<file path="config.mk">
export PLATFORM = sky130hd
export DESIGN_NAME = clkdiv_reload
export DESIGN_NICKNAME = d
export VERILOG_FILES = /design/src/rtl/clkdiv_pkg.sv /design/src/rtl/clkdiv_regs.sv /design/src/rtl/clkdiv_apply.sv /design/src/rtl/clkdiv_phase.sv /design/src/rtl/clkdiv_reload.sv
export SDC_FILE = /design/constraint.sdc
export NUM_CORES = 1
export LEC_CHECK = 0
export BUFFER_PORTS_ARGS = -buffer_cell sky130_fd_sc_hd__buf_2
export CORE_MARGIN = 4
export CORE_UTILIZATION = 25
export CTS_BUF_LIST = sky130_fd_sc_hd__clkbuf_4 sky130_fd_sc_hd__clkbuf_8
export DETAILED_ROUTE_END_ITERATION = 12
export SLEW_MARGIN = 20
export SYNTH_ARGS = -nofsm -noshare
export SYNTH_HDL_FRONTEND = slang
export SYNTH_HIERARCHICAL = 1
export SYNTH_SLANG_ARGS = --single-unit
</file>
<file path="constraint.sdc">
create_clock -name clk -period 6.7 [get_ports clk]
set_clock_uncertainty 0.1 [all_clocks]
set_input_delay 0.335 -clock clk [delete_from_list [all_inputs] [get_ports clk]]
set_output_delay 0.335 -clock clk [all_outputs]
set_load 0.02 [all_outputs]
</file>
<file path="src/rtl/clkdiv_pkg.sv">
package clkdiv_pkg;

    localparam int unsigned BUS_W     = 32;
    localparam int unsigned OUT_IDX   = 1;
    localparam int unsigned EN_BIT    = 24 + OUT_IDX;
    localparam int unsigned FORCE_BIT = OUT_IDX;
    localparam int unsigned TRIG_BIT  = 8;
    localparam int unsigned RATIO_LSB = 8;
    localparam int unsigned RATIO_W   = 6;

    localparam logic [BUS_W-1:0] CTRL_ADDR  = 32'h0000_0000;
    localparam logic [BUS_W-1:0] RATIO_ADDR = 32'h0000_0008;

    typedef logic [RATIO_W-1:0] ratio_t;

    localparam ratio_t RESET_RATIO = ratio_t'(4);

    typedef enum logic [1:0] {
        SEL_NONE,
        SEL_CTRL,
        SEL_RATIO
    } reg_sel_e;

    typedef struct packed {
        logic   arm;
        ratio_t ratio;
    } reload_req_t;

    function automatic logic ratio_legal(input ratio_t r);
        return (r == ratio_t'(4)) || (r == ratio_t'(5)) ||
               (r == ratio_t'(6)) || (r == ratio_t'(8));
    endfunction

    function automatic ratio_t high_len(input ratio_t r);
        return r >> 1;
    endfunction

endpackage

</file>
<file path="src/rtl/clkdiv_regs.sv">
module clkdiv_regs
    import clkdiv_pkg::*;
(
    input  logic             clk,
    input  logic             rst,
    input  logic             wr_en,
    input  logic [BUS_W-1:0] addr,
    input  logic [BUS_W-1:0] wdata,
    output logic [BUS_W-1:0] rdata,
    output logic             enable,
    output reload_req_t      req
);

    logic [BUS_W-1:0] ctrl_q;
    logic [BUS_W-1:0] ratio_q;
    reg_sel_e         sel;

    always_comb begin
        sel = SEL_NONE;
        if (addr == CTRL_ADDR) begin
            sel = SEL_CTRL;
        end else if (addr == RATIO_ADDR) begin
            sel = SEL_RATIO;
        end
    end

    always_ff @(posedge clk) begin
        if (rst) begin
            ctrl_q  <= '0;
            ratio_q <= BUS_W'(RESET_RATIO) << RATIO_LSB;
        end else if (wr_en) begin
            case (sel)
                SEL_CTRL:  ctrl_q  <= wdata;
                SEL_RATIO: ratio_q <= wdata;
                default:   ;
            endcase
        end
    end

    always_comb begin
        case (sel)
            SEL_CTRL:  rdata = ctrl_q;
            SEL_RATIO: rdata = ratio_q;
            default:   rdata = '0;
        endcase
    end

    assign enable    = ctrl_q[EN_BIT];
    assign req.arm   = wr_en && (sel == SEL_CTRL) &&
                       wdata[FORCE_BIT] && wdata[TRIG_BIT];
    assign req.ratio = ratio_q[RATIO_LSB +: RATIO_W];

endmodule

</file>
<file path="src/rtl/clkdiv_apply.sv">
module clkdiv_apply
    import clkdiv_pkg::*;
(
    input  logic        clk,
    input  logic        rst,
    input  reload_req_t req,
    input  logic        boundary,
    output ratio_t      active,
    output logic        armed
);

    ratio_t staged_q;
    ratio_t active_q;
    logic   armed_q;

    always_ff @(posedge clk) begin
        if (rst) begin
            staged_q <= RESET_RATIO;
            active_q <= RESET_RATIO;
            armed_q  <= 1'b0;
        end else begin
            if (boundary && armed_q) begin
                if (ratio_legal(staged_q)) begin
                    active_q <= staged_q;
                end
                armed_q <= 1'b0;
            end
            if (req.arm) begin
                armed_q  <= 1'b1;
                staged_q <= req.ratio;
            end
        end
    end

    assign active = active_q;
    assign armed  = armed_q;

endmodule

</file>
<file path="src/rtl/clkdiv_phase.sv">
module clkdiv_phase
    import clkdiv_pkg::*;
(
    input  logic   clk,
    input  logic   rst,
    input  ratio_t active,
    input  logic   enable,
    output logic   boundary,
    output logic   run,
    output ratio_t count,
    output logic   div_out
);

    ratio_t cnt_q;
    logic   run_q;

    assign boundary = (cnt_q == active - ratio_t'(1));

    always_ff @(posedge clk) begin
        if (rst) begin
            cnt_q <= '0;
            run_q <= 1'b0;
        end else if (boundary) begin
            cnt_q <= '0;
            run_q <= enable;
        end else begin
            cnt_q <= cnt_q + ratio_t'(1);
        end
    end

    assign run     = run_q;
    assign count   = cnt_q;
    assign div_out = run_q && (cnt_q < high_len(active));

endmodule

</file>
<file path="src/rtl/clkdiv_reload.sv">
module clkdiv_reload
    import clkdiv_pkg::*;
(
    input  logic        clk,
    input  logic        rst,
    input  logic        wr_en,
    input  logic [31:0] addr,
    input  logic [31:0] wdata,
    output logic [31:0] rdata,
    output logic        div_clk
);

    logic        enable_w;
    reload_req_t req_w;
    logic        boundary_w;
    logic        run_w;
    logic        armed_w;
    ratio_t      active_w;
    ratio_t      count_w;

    clkdiv_regs u_regs (
        .clk    (clk),
        .rst    (rst),
        .wr_en  (wr_en),
        .addr   (addr),
        .wdata  (wdata),
        .rdata  (rdata),
        .enable (enable_w),
        .req    (req_w)
    );

    clkdiv_apply u_apply (
        .clk      (clk),
        .rst      (rst),
        .req      (req_w),
        .boundary (boundary_w),
        .active   (active_w),
        .armed    (armed_w)
    );

    clkdiv_phase u_phase (
        .clk      (clk),
        .rst      (rst),
        .active   (active_w),
        .enable   (enable_w),
        .boundary (boundary_w),
        .run      (run_w),
        .count    (count_w),
        .div_out  (div_clk)
    );

endmodule

</file>
# ---- Word-level counts from Yosys, hierarchy flattened
# Cells that the tools add are included.
dict set report op_classes {
  magnitude_cmp 1
  n_addsub 2
  n_reduce_logical 14
  n_mux 5
  eq_ne 8
}
# cell count
set op_table {}
lappend op_table {{$pmux W32 S2} 1}
lappend op_table {{$eq A32 B4 Y1 const B} 1}
lappend op_table {{$logic_not A32 Y1} 1}
lappend op_table {{$eq A6 B3 Y1 const B} 3}
lappend op_table {{$add A6 B1 Y6 const B} 1}
lappend op_table {{$eq A6 B4 Y1 const B} 1}
lappend op_table {{$eq A6 B6 Y1} 1}
lappend op_table {{$lt A6 B5 Y1} 1}
lappend op_table {{$reduce_and A2 Y1} 3}
lappend op_table {{$sub A6 B1 Y6 const B} 1}
lappend op_table {{$logic_and A1 B1 Y1} 5}
lappend op_table {{$mux W2} 2}
lappend op_table {{$logic_or A1 B1 Y1} 3}
lappend op_table {{$eq A2 B1 Y1 const B} 1}
lappend op_table {{$eq A2 B2 Y1 const B} 1}
lappend op_table {{$mux W1} 2}
lappend op_table {{$reduce_bool A2 Y1} 1}
lappend op_table {{$reduce_or A2 Y1} 1}
dict set report word_totals {
  out_inout_bits 33
  wordCells 37
  input_bits 67
  register_bits 84
}

# ---- Logic depth before layout (Yosys ltp)
# Gate-level depths: netlist (run 1).
dict set report logic_depth {
  word_depth 8
  mapped_depth 10
  ltp_nobuf 9
}

# ---- Cells and area by module
# Netlist (run 1), hierarchy kept.
# mod area_per_inst_um2 seq_area_each_um2 n_inst cells_per_inst
set by_module_without_submodules {}
lappend by_module_without_submodules {clkdiv_regs 3382.0 1281.2 1 337}
lappend by_module_without_submodules {clkdiv_phase 569.3 140.1 1 64}
lappend by_module_without_submodules {clkdiv_apply 554.3 260.2 1 56}

# ---- Worst setup path before layout (run 1)
# OpenSTA, ideal clock, no wires.
dict set report synth_timing {
  path_kind {register -> register}
  start {reg u_apply.active_q[0] (netlist: u_apply/active[0])}
  end {reg u_apply.active_q[2] (netlist: u_apply/active[2])}
  t_required_ps 6486
  arrival_time_ps 2055
  path_slack_ps 4432
  synth_period_minus_slack_ps 2268
  n_path_buf 1
  path_stages_with_launch 9
  setup_ps 114
  cell_sequence {dfxtp_1 > or3_4 > xnor2_2 > nand4_2 > nor3_2 > nand4bb_1 > clkbuf_2 > or3_1 > a21o_1}
}
dict set report synth_between {
  elab_chain_len 4
}
# element line
set synth_rtl {}
lappend synth_rtl {{start: declaration} clkdiv_apply.sv:13} ;# ratio_t active_q;
lappend synth_rtl {{start signal: assignment} clkdiv_apply.sv:24} ;# active_q <= staged_q;
lappend synth_rtl {{$sub A6 B1 Y6} clkdiv_phase.sv:17} ;# assign boundary = (cnt_q == active - ratio_t'(1));
lappend synth_rtl {{$eq A6 B6 Y1} clkdiv_phase.sv:17}
lappend synth_rtl {{named net boundary_w} clkdiv_reload.sv:15} ;# logic boundary_w;
lappend synth_rtl {{$logic_and A1 B1 Y1} clkdiv_apply.sv:22} ;# if (boundary && armed_q) begin
lappend synth_rtl {{$reduce_and A2 Y1 (no source line)} --}
# The timed path passes the listed nets, and every way through them passes these cells.
# A chain may end at the register's enable or synchronous reset.

# ---- Worst setup path after layout (run 1)
# Same ends and word-level chain as after synthesis.

==> impl_metrics.env, run 1 <==
export IMPL_floorplan_initialDensity=0.258
export IMPL_placeableCoreArea_sq_mm=0.0175
export IMPL_ir_worst_vdd_mv=0.0976
export IMPL_drt_wl_total_microns=9970
export IMPL_worst_slew_pin_slew_ns=0.972
export IMPL_layout_drive_gt1_share=0.255
export IMPL_adder_and_majority_cell_fraction_of_the_synthesized_area=0.0167
export IMPL_worst_hold_path_num_cells=3
export IMPL_critical_path_startpoint_type="register"
export IMPL_syn_cell_area_sq_mm=0.00451
export IMPL_worst_r2r_setup_slack_ns=4.05
export IMPL_grt_pass1_wl_microns=16600
export IMPL_critical_path_reg2reg_endpoint="u_apply/active[2]"
export IMPL_timing_max_cap_violations=0
export IMPL_globalRouteTotalUtil=0.102
export IMPL_gp_congestion=0.717
export IMPL_timing_reg2reg_worst_path_depth=8
export IMPL_holdCritPathClass="input port to register"
export IMPL_path_class="register to register"
export IMPL_finalSetupViolations=0
export IMPL_synth_edff_count=0
export IMPL_synth_ff_type="dfxtp_1"
export IMPL_post_cts_buffers=0
export IMPL_avgViaCountPerCell=4.27
export IMPL_share_of_the_synthesized_area_in_compound_gates_ao_oa_aoi_oai=0.0328
export IMPL_initial_antenna_violation_count=0
export IMPL_fin_setup_tns_ns=0
export IMPL_p_leak_nw=2.32
export IMPL_hold_end="u_regs/ratio_q[3]"
export IMPL_layout_area_overhead_vs_synth_pct=18.1
export IMPL_route_detailed_drc=0
export IMPL_synth_seq_area_share=0.373
export IMPL_clock_sink_count=84
export IMPL_highest_count_cells_in_the_layout_ignoring_fill_and_taps="mux2i_1 (103), buf_2 (99), dfxtp_1 (84)"
export IMPL_synthSimpleGateAreaFrac=0.262
export IMPL_endpoint_kind="register"
export IMPL_timing_final_max_slew_violations=0
export IMPL_fin_crit_sh=0.395
export IMPL_cts_repair_resize_count=0
export IMPL_cts_inserted_buffers=9
export IMPL_cts_hold_buffers=0
export IMPL_die_h_microns=142
export IMPL_number_of_global_route_vias_before_repair=3349
export IMPL_postSynthAreaPerCell_sq_um=9.86
export IMPL_postRouteAntennaNets=0
export IMPL_top_level_ports=100
export IMPL_main_combinational_cell_family_by_area_after_synthesis="simple AND/OR/NAND/NOR gates"
export IMPL_synth_mux_area_fraction=0.229
export IMPL_synth_cell_type_count=53
export IMPL_clock_latency_ns=0.36
export IMPL_die_x_microns=142
export IMPL_synth_async_reset_ratio=0
export IMPL_crit_required_ns=6.86
export IMPL_ys_top_cells_by_area="dfxtp_1 (37%), mux2i_1 (23%), nand2b_1 (9.2%)"
export IMPL_period_needed_ns=2.65
export IMPL_yosys_area_share_xor_xnor=0.0230
export IMPL_global_route_overflow_total=0
export IMPL_regToRegStartpoint="u_apply/active[0]"
export IMPL_ctsRootBufferMaster="clkbuf_8"
export IMPL_cts_buffer_depth=2
export IMPL_rsz_0062_raised_after_global_routing="no"
export IMPL_drt_iter0_drc=85
export IMPL_timing_max_slew_rel_slack=0.347
export IMPL_postSynthNetCount=530
export IMPL_path_clk_slew_ns=0.09
export IMPL_cts_tree="done"
export IMPL_grt_start_max_net_pins=110
export IMPL_max_freq_ghz=0.378
export IMPL_run_status="finished clean"
export IMPL_pre_cts_ws_ns=3.77
export IMPL_setup_slack_ns=4.05
export IMPL_most_common_library_cell_in_the_layout_ignoring_fill_and_taps="mux2i_1"
export IMPL_ys_ff_latch=84
export IMPL_crit_arrival_ns=2.80
export IMPL_yosys_warnings=6
export IMPL_finalHoldViolCount=0
export IMPL_worst_path_max_fanout=8
export IMPL_p_per_cell_area_mw_per_mm2=189
export IMPL_place_detailed_hpwl_microns=6860
export IMPL_synth_top_cell_area_share=0.373
export IMPL_detailroute_via_count=3278
export IMPL_detail_route_first_pass_iterations=4
export IMPL_insertedDiodeCount=0
export IMPL_rows=48
export IMPL_hold_path_startpoint="wdata[3]"
export IMPL_quantity_of_i_o_buffers_inserted_on_ports=99
export IMPL_post_drt_wl_per_cell_microns=13.0
export IMPL_total_die_area_sq_mm=0.0202
export IMPL_syn_inst=457
export IMPL_ctsHtreeMaxLevel=3
export IMPL_final_net_count=610
export IMPL_netlist_top_cell_by_area="dfxtp_1"
==> area by class of cell <==
cell class | instances | area (sq um)
Clock buffer | 9 | 124
Clock inverter | 7 | 114
Fill cell | 1821 | 12200
Inverter | 13 | 48.8
Multi-Input combinational cell | 326 | 2540
Sequential cell | 84 | 1680
Tap cell | 225 | 282
Timing Repair Buffer | 103 | 526
==> logic make-up after synthesis <==
kind of cell | count (synthesis)
compound gates | 18
fa+ha+maj | 6
mux | 103
buf+inv | 47
simple gates | 188
flops | 84
xor+xnor | 11
==> critical path, stage by stage, from the launching register on <==
cell       delay, ns
dfxtp_1         0.45
inv_1           0.07
ha_1            0.27
nor3_1          0.26
a211oi_2        0.11
nor3_2          0.30
nand4bb_1       0.34
or3_1           0.47
a21o_1          0.16
==> synth_stat cells, types with 2 or more instances <==
master    number
a21o_1         4
a21oi_1        3
and3_1         2
buf_12         4
buf_2          5
buf_4          6
buf_6          2
clkbuf_1      15
dfxtp_1       84
ha_1           6
inv_1         12
mux2i_1      103
nand2_1        6
nand2b_1      66
nand3_1        2
nand4_2        3
nor2_1        48
nor3_1         2
nor3_2         2
nor3b_1        2
nor4_1         4
nor4_2         4
o31ai_1        2
or2b_1        31
or3b_1         3
xnor2_1        5
xor2_1         5
==> how the worst max path moves through the flow <==
stage                                  from                  end  cells past startpoint
final                     u_apply/active[0]    u_apply/active[2]                      8
after global routing      u_apply/active[0]    u_apply/active[2]                      8
after detailed placement           addr[25]  u_apply/staged_q[1]                      8
after floorplan           u_apply/active[0]    u_apply/active[2]                      8
after CTS                 u_apply/active[0]    u_apply/active[2]                      8
after global placement             addr[21]  u_apply/staged_q[4]                      8
==> per-stage QoR <==
step	hold WS (ns)	util	instances	instance area [sq um]	total power, mW
6_report	0.161	0.304	767	5320	1.01
5_1_grt	0.151	0.304	767	5320	1.06
4_1_cts	0.142	0.304	767	5320	1.02
3_5_place_dp	0.362	0.291	751	5080	0.588
3_3_place_gp	0.358	0.291	751	5080	0.588
2_1_floorplan	0.335	-	457	4510	0.558
==> power breakdown <==
group,internal (mW),switching [mW],total [mW]
Combinational,0.0358,0.0354,0.0712
Sequential,0.501,0.00311,0.504
Clock,0.247,0.185,0.432
Total,0.784,0.223,1.01
==> flip-flops by register name, indices dropped and copies added (netlist names) <==
signal            count
u_apply/staged_q      6
u_regs/ratio_q       32
u_apply/active        6
u_regs/ctrl_q        32
u_phase/count         6
u_apply/armed         1
u_phase/run           1
==> per-layer routing <==
metal,track usage,part of all wire,vias to the layer above
met5,0,0,-
met4,0.0348,0.011,0
met3,0.0222,0.049,9
met2,0.158,0.44,79
met1,0.141,0.50,1502
li1,-,-,1688
Power figures use the tool's default switching activity.
==> run 2: changes to the inputs <==
Clock period 6.7 ns to 2.5 ns, I/O delays scaled along.
==> run 2 against run 1 <==
Largest cell class unchanged. Clock power up 130%. Sequential share of layout area fell by 1.9 points. Register-to-register slack lost 3.9 ns. Total power grew to 2.6 times the previous value. Clock-buffer cell count is 3 higher. Largest power group unchanged. Highest routed layer unchanged.
==> impl_metrics.env, run 2 (synthesis gave the netlist of run 1 again) <==
export IMPL_most_common_library_cell_in_the_layout_ignoring_fill_and_taps="mux2i_1"
export IMPL_post_drt_wl_per_cell_microns=12.8
export IMPL_number_of_global_route_vias_before_repair=3534
export IMPL_die_h_microns=142
export IMPL_quantity_of_i_o_buffers_inserted_on_ports=99
export IMPL_layout_filler_cells=1779
export IMPL_critical_path_reg2reg_endpoint="u_apply/active[0]"
export IMPL_die_x_microns=142
export IMPL_detail_route_first_pass_iterations=4
export IMPL_worst_hold_path_num_cells=3
export IMPL_rows=48
export IMPL_ir_worst_vdd_mv=0.250
export IMPL_top_level_ports=100
export IMPL_critical_path_max_stage_delay_ns=0.41
export IMPL_slowest_stage="or3_4"
export IMPL_timing_max_slew_rel_slack=0.575
export IMPL_clock_latency_ns=0.36
export IMPL_post_cts_buffers=0
export IMPL_timing_final_max_slew_violations=0
export IMPL_seqPwrFrac=0.520
export IMPL_endpoint_kind="register"
export IMPL_route_detailed_drc=0
export IMPL_hold_end="u_regs/ctrl_q[8]"
export IMPL_globalRouteTotalUtil=0.103
export IMPL_p_per_cell_area_mw_per_mm2=458
export IMPL_clockPowerShare=0.390
export IMPL_avgViaCountPerCell=4.26
export IMPL_highest_count_cells_in_the_layout_ignoring_fill_and_taps="mux2i_1 (103), buf_2 (99), dfxtp_1 (83)"
export IMPL_finalSetupViolations=0
export IMPL_worst_path_max_fanout=7
export IMPL_run_status="finished clean"
export IMPL_cts_buffer_depth=2
export IMPL_gp_congestion=0.731
export IMPL_ctsHtreeMaxLevel=3
export IMPL_biggestRegsByFlops="u_regs/ctrl_q x32, u_regs/ratio_q x32"
export IMPL_postRouteAntennaNets=0
export IMPL_final_net_count=646
export IMPL_global_route_overflow_total=0
export IMPL_total_die_area_sq_mm=0.0202
export IMPL_cts_inserted_buffers=9
export IMPL_power_switching_fraction=0.231
export IMPL_worst_r2r_setup_slack_ns=0.17
export IMPL_timing_max_cap_violations=0
export IMPL_initial_antenna_violation_count=0
export IMPL_crit_arrival_ns=2.54
export IMPL_worst_slew_pin_slew_ns=0.638
export IMPL_path_class="register to register"
export IMPL_floorplan_initialDensity=0.258
export IMPL_power_share_combinational=0.090
export IMPL_critical_path_startpoint_type="register"
export IMPL_layout_area_overhead_vs_synth_pct=25.7
export IMPL_fin_util=0.324
export IMPL_p_leak_nw=2.47
export IMPL_cts_tree="done"
export IMPL_layout_drive_gt1_share=0.251
export IMPL_period_needed_ns=2.33
export IMPL_crit_required_ns=2.71
export IMPL_finalHoldViolCount=0
export IMPL_fin_setup_tns_ns=0
export IMPL_detailroute_via_count=3419
export IMPL_worstPathCellList="or3_4 -> xnor2_2 -> nand4_2 -> nor3_4 -> nand4bb_1 -> buf_4 -> nor4b_1 -> o31a_1"
export IMPL_place_detailed_hpwl_microns=7090
export IMPL_ctsRootBufferMaster="clkbuf_8"
export IMPL_fin_crit_sh=0.933
export IMPL_insertedDiodeCount=0
export IMPL_p_sw_mw=0.600
export IMPL_rsz_0062_raised_after_global_routing="no"
export IMPL_placeableCoreArea_sq_mm=0.0175
export IMPL_max_freq_ghz=0.429
export IMPL_path_clk_slew_ns=0.09
export IMPL_regToRegStartpoint="u_apply/active[1]"
export IMPL_drt_iter0_drc=80
export IMPL_p_int_mw=2.00
export IMPL_clock_sink_count=84
export IMPL_drt_wl_total_microns=10300
export IMPL_hold_path_startpoint="wdata[8]"
export IMPL_grt_start_max_net_pins=42
export IMPL_grt_pass1_wl_microns=17000
export IMPL_holdCritPathClass="input port to register"
export IMPL_timing_reg2reg_worst_path_depth=8
[run 2: layout make-up]
class | instances | area (sq um) | area share
multi-input combinational | 326 | 2550 | 0.450
sequential | 84 | 1680 | 0.297
timing repair buffer | 139 | 896 | 0.158
tap | 225 | 282 | 0.0497
clock buffer | 12 | 159 | 0.0280
inverter | 13 | 48.8 | 0.00861
clock inverter | 4 | 47.5 | 0.00839
[run 2: worst max-delay path by stage]
stage	startpoint	to
6_report	u_apply/active[1]	u_apply/active[0]
5_1_grt	u_apply/active[1]	u_apply/active[0]
4_1_cts	u_apply/active[0]	u_apply/active[0]
3_5_place_dp	u_apply/active[0]	u_apply/active[0]
3_3_place_gp	u_apply/active[0]	u_apply/active[0]
2_1_floorplan	u_apply/active[0]	u_apply/active[2]
[run 2: worst max-delay path, delay by kind of cell, from the launching register on]
kind / cells / cell delay [ns]
AOI/OAI and AO/OA: 1 / 0.17
xor gates and xnor gates: 1 / 0.18
buffers and inverters: 1 / 0.18
DFF: 1 / 0.34
and+or+nand+nor: 5 / 1.30
[run 2: per-stage QoR]
stage	total power [mW]	area [sq um]	hold WS (ns)	instances	setup WS, ns
floorplan	1.50	4510	0.130	457	0.232
global placement	1.58	5150	0.297	757	0.209
detailed placement	1.58	5150	0.307	757	0.146
CTS	2.65	5660	0.0289	803	0.117
global route	2.71	5670	0.0386	803	0.0146
finish	2.60	5670	0.0388	803	0.169
[run 2: layer usage]
| metal | vias up | part of all wire | wire, microns | global-route usage |
|---|---|---|---|---|
| met2 | 77 | 0.44 | 4570 | 0.166 |
| met4 | 0 | 0.013 | 133 | 0.0354 |
| met5 | - | 0 | 0 | 0 |
| met1 | 1567 | 0.50 | 5130 | 0.138 |
| li1 | 1761 | - | - | - |
| met3 | 14 | 0.042 | 433 | 0.0198 |
[run 2: timing repair]
item | in CTS | in global routing
setup endpoints to repair | 0 | 2
hold buffers | 30 | 0
hold endpoints to repair | 60 | 0
resized for setup | 0 | 2
[run 2: power by group through the flow]
stage                     clock network (mW)  registers [mW]  logic [mW]
after floorplan                            0            1.38       0.117
after global placement                     0            1.38       0.196
after detailed placement                   0            1.38       0.198
after CTS                               1.06            1.35       0.234
after global routing                    1.10            1.35       0.255
final                                   1.01            1.35       0.233
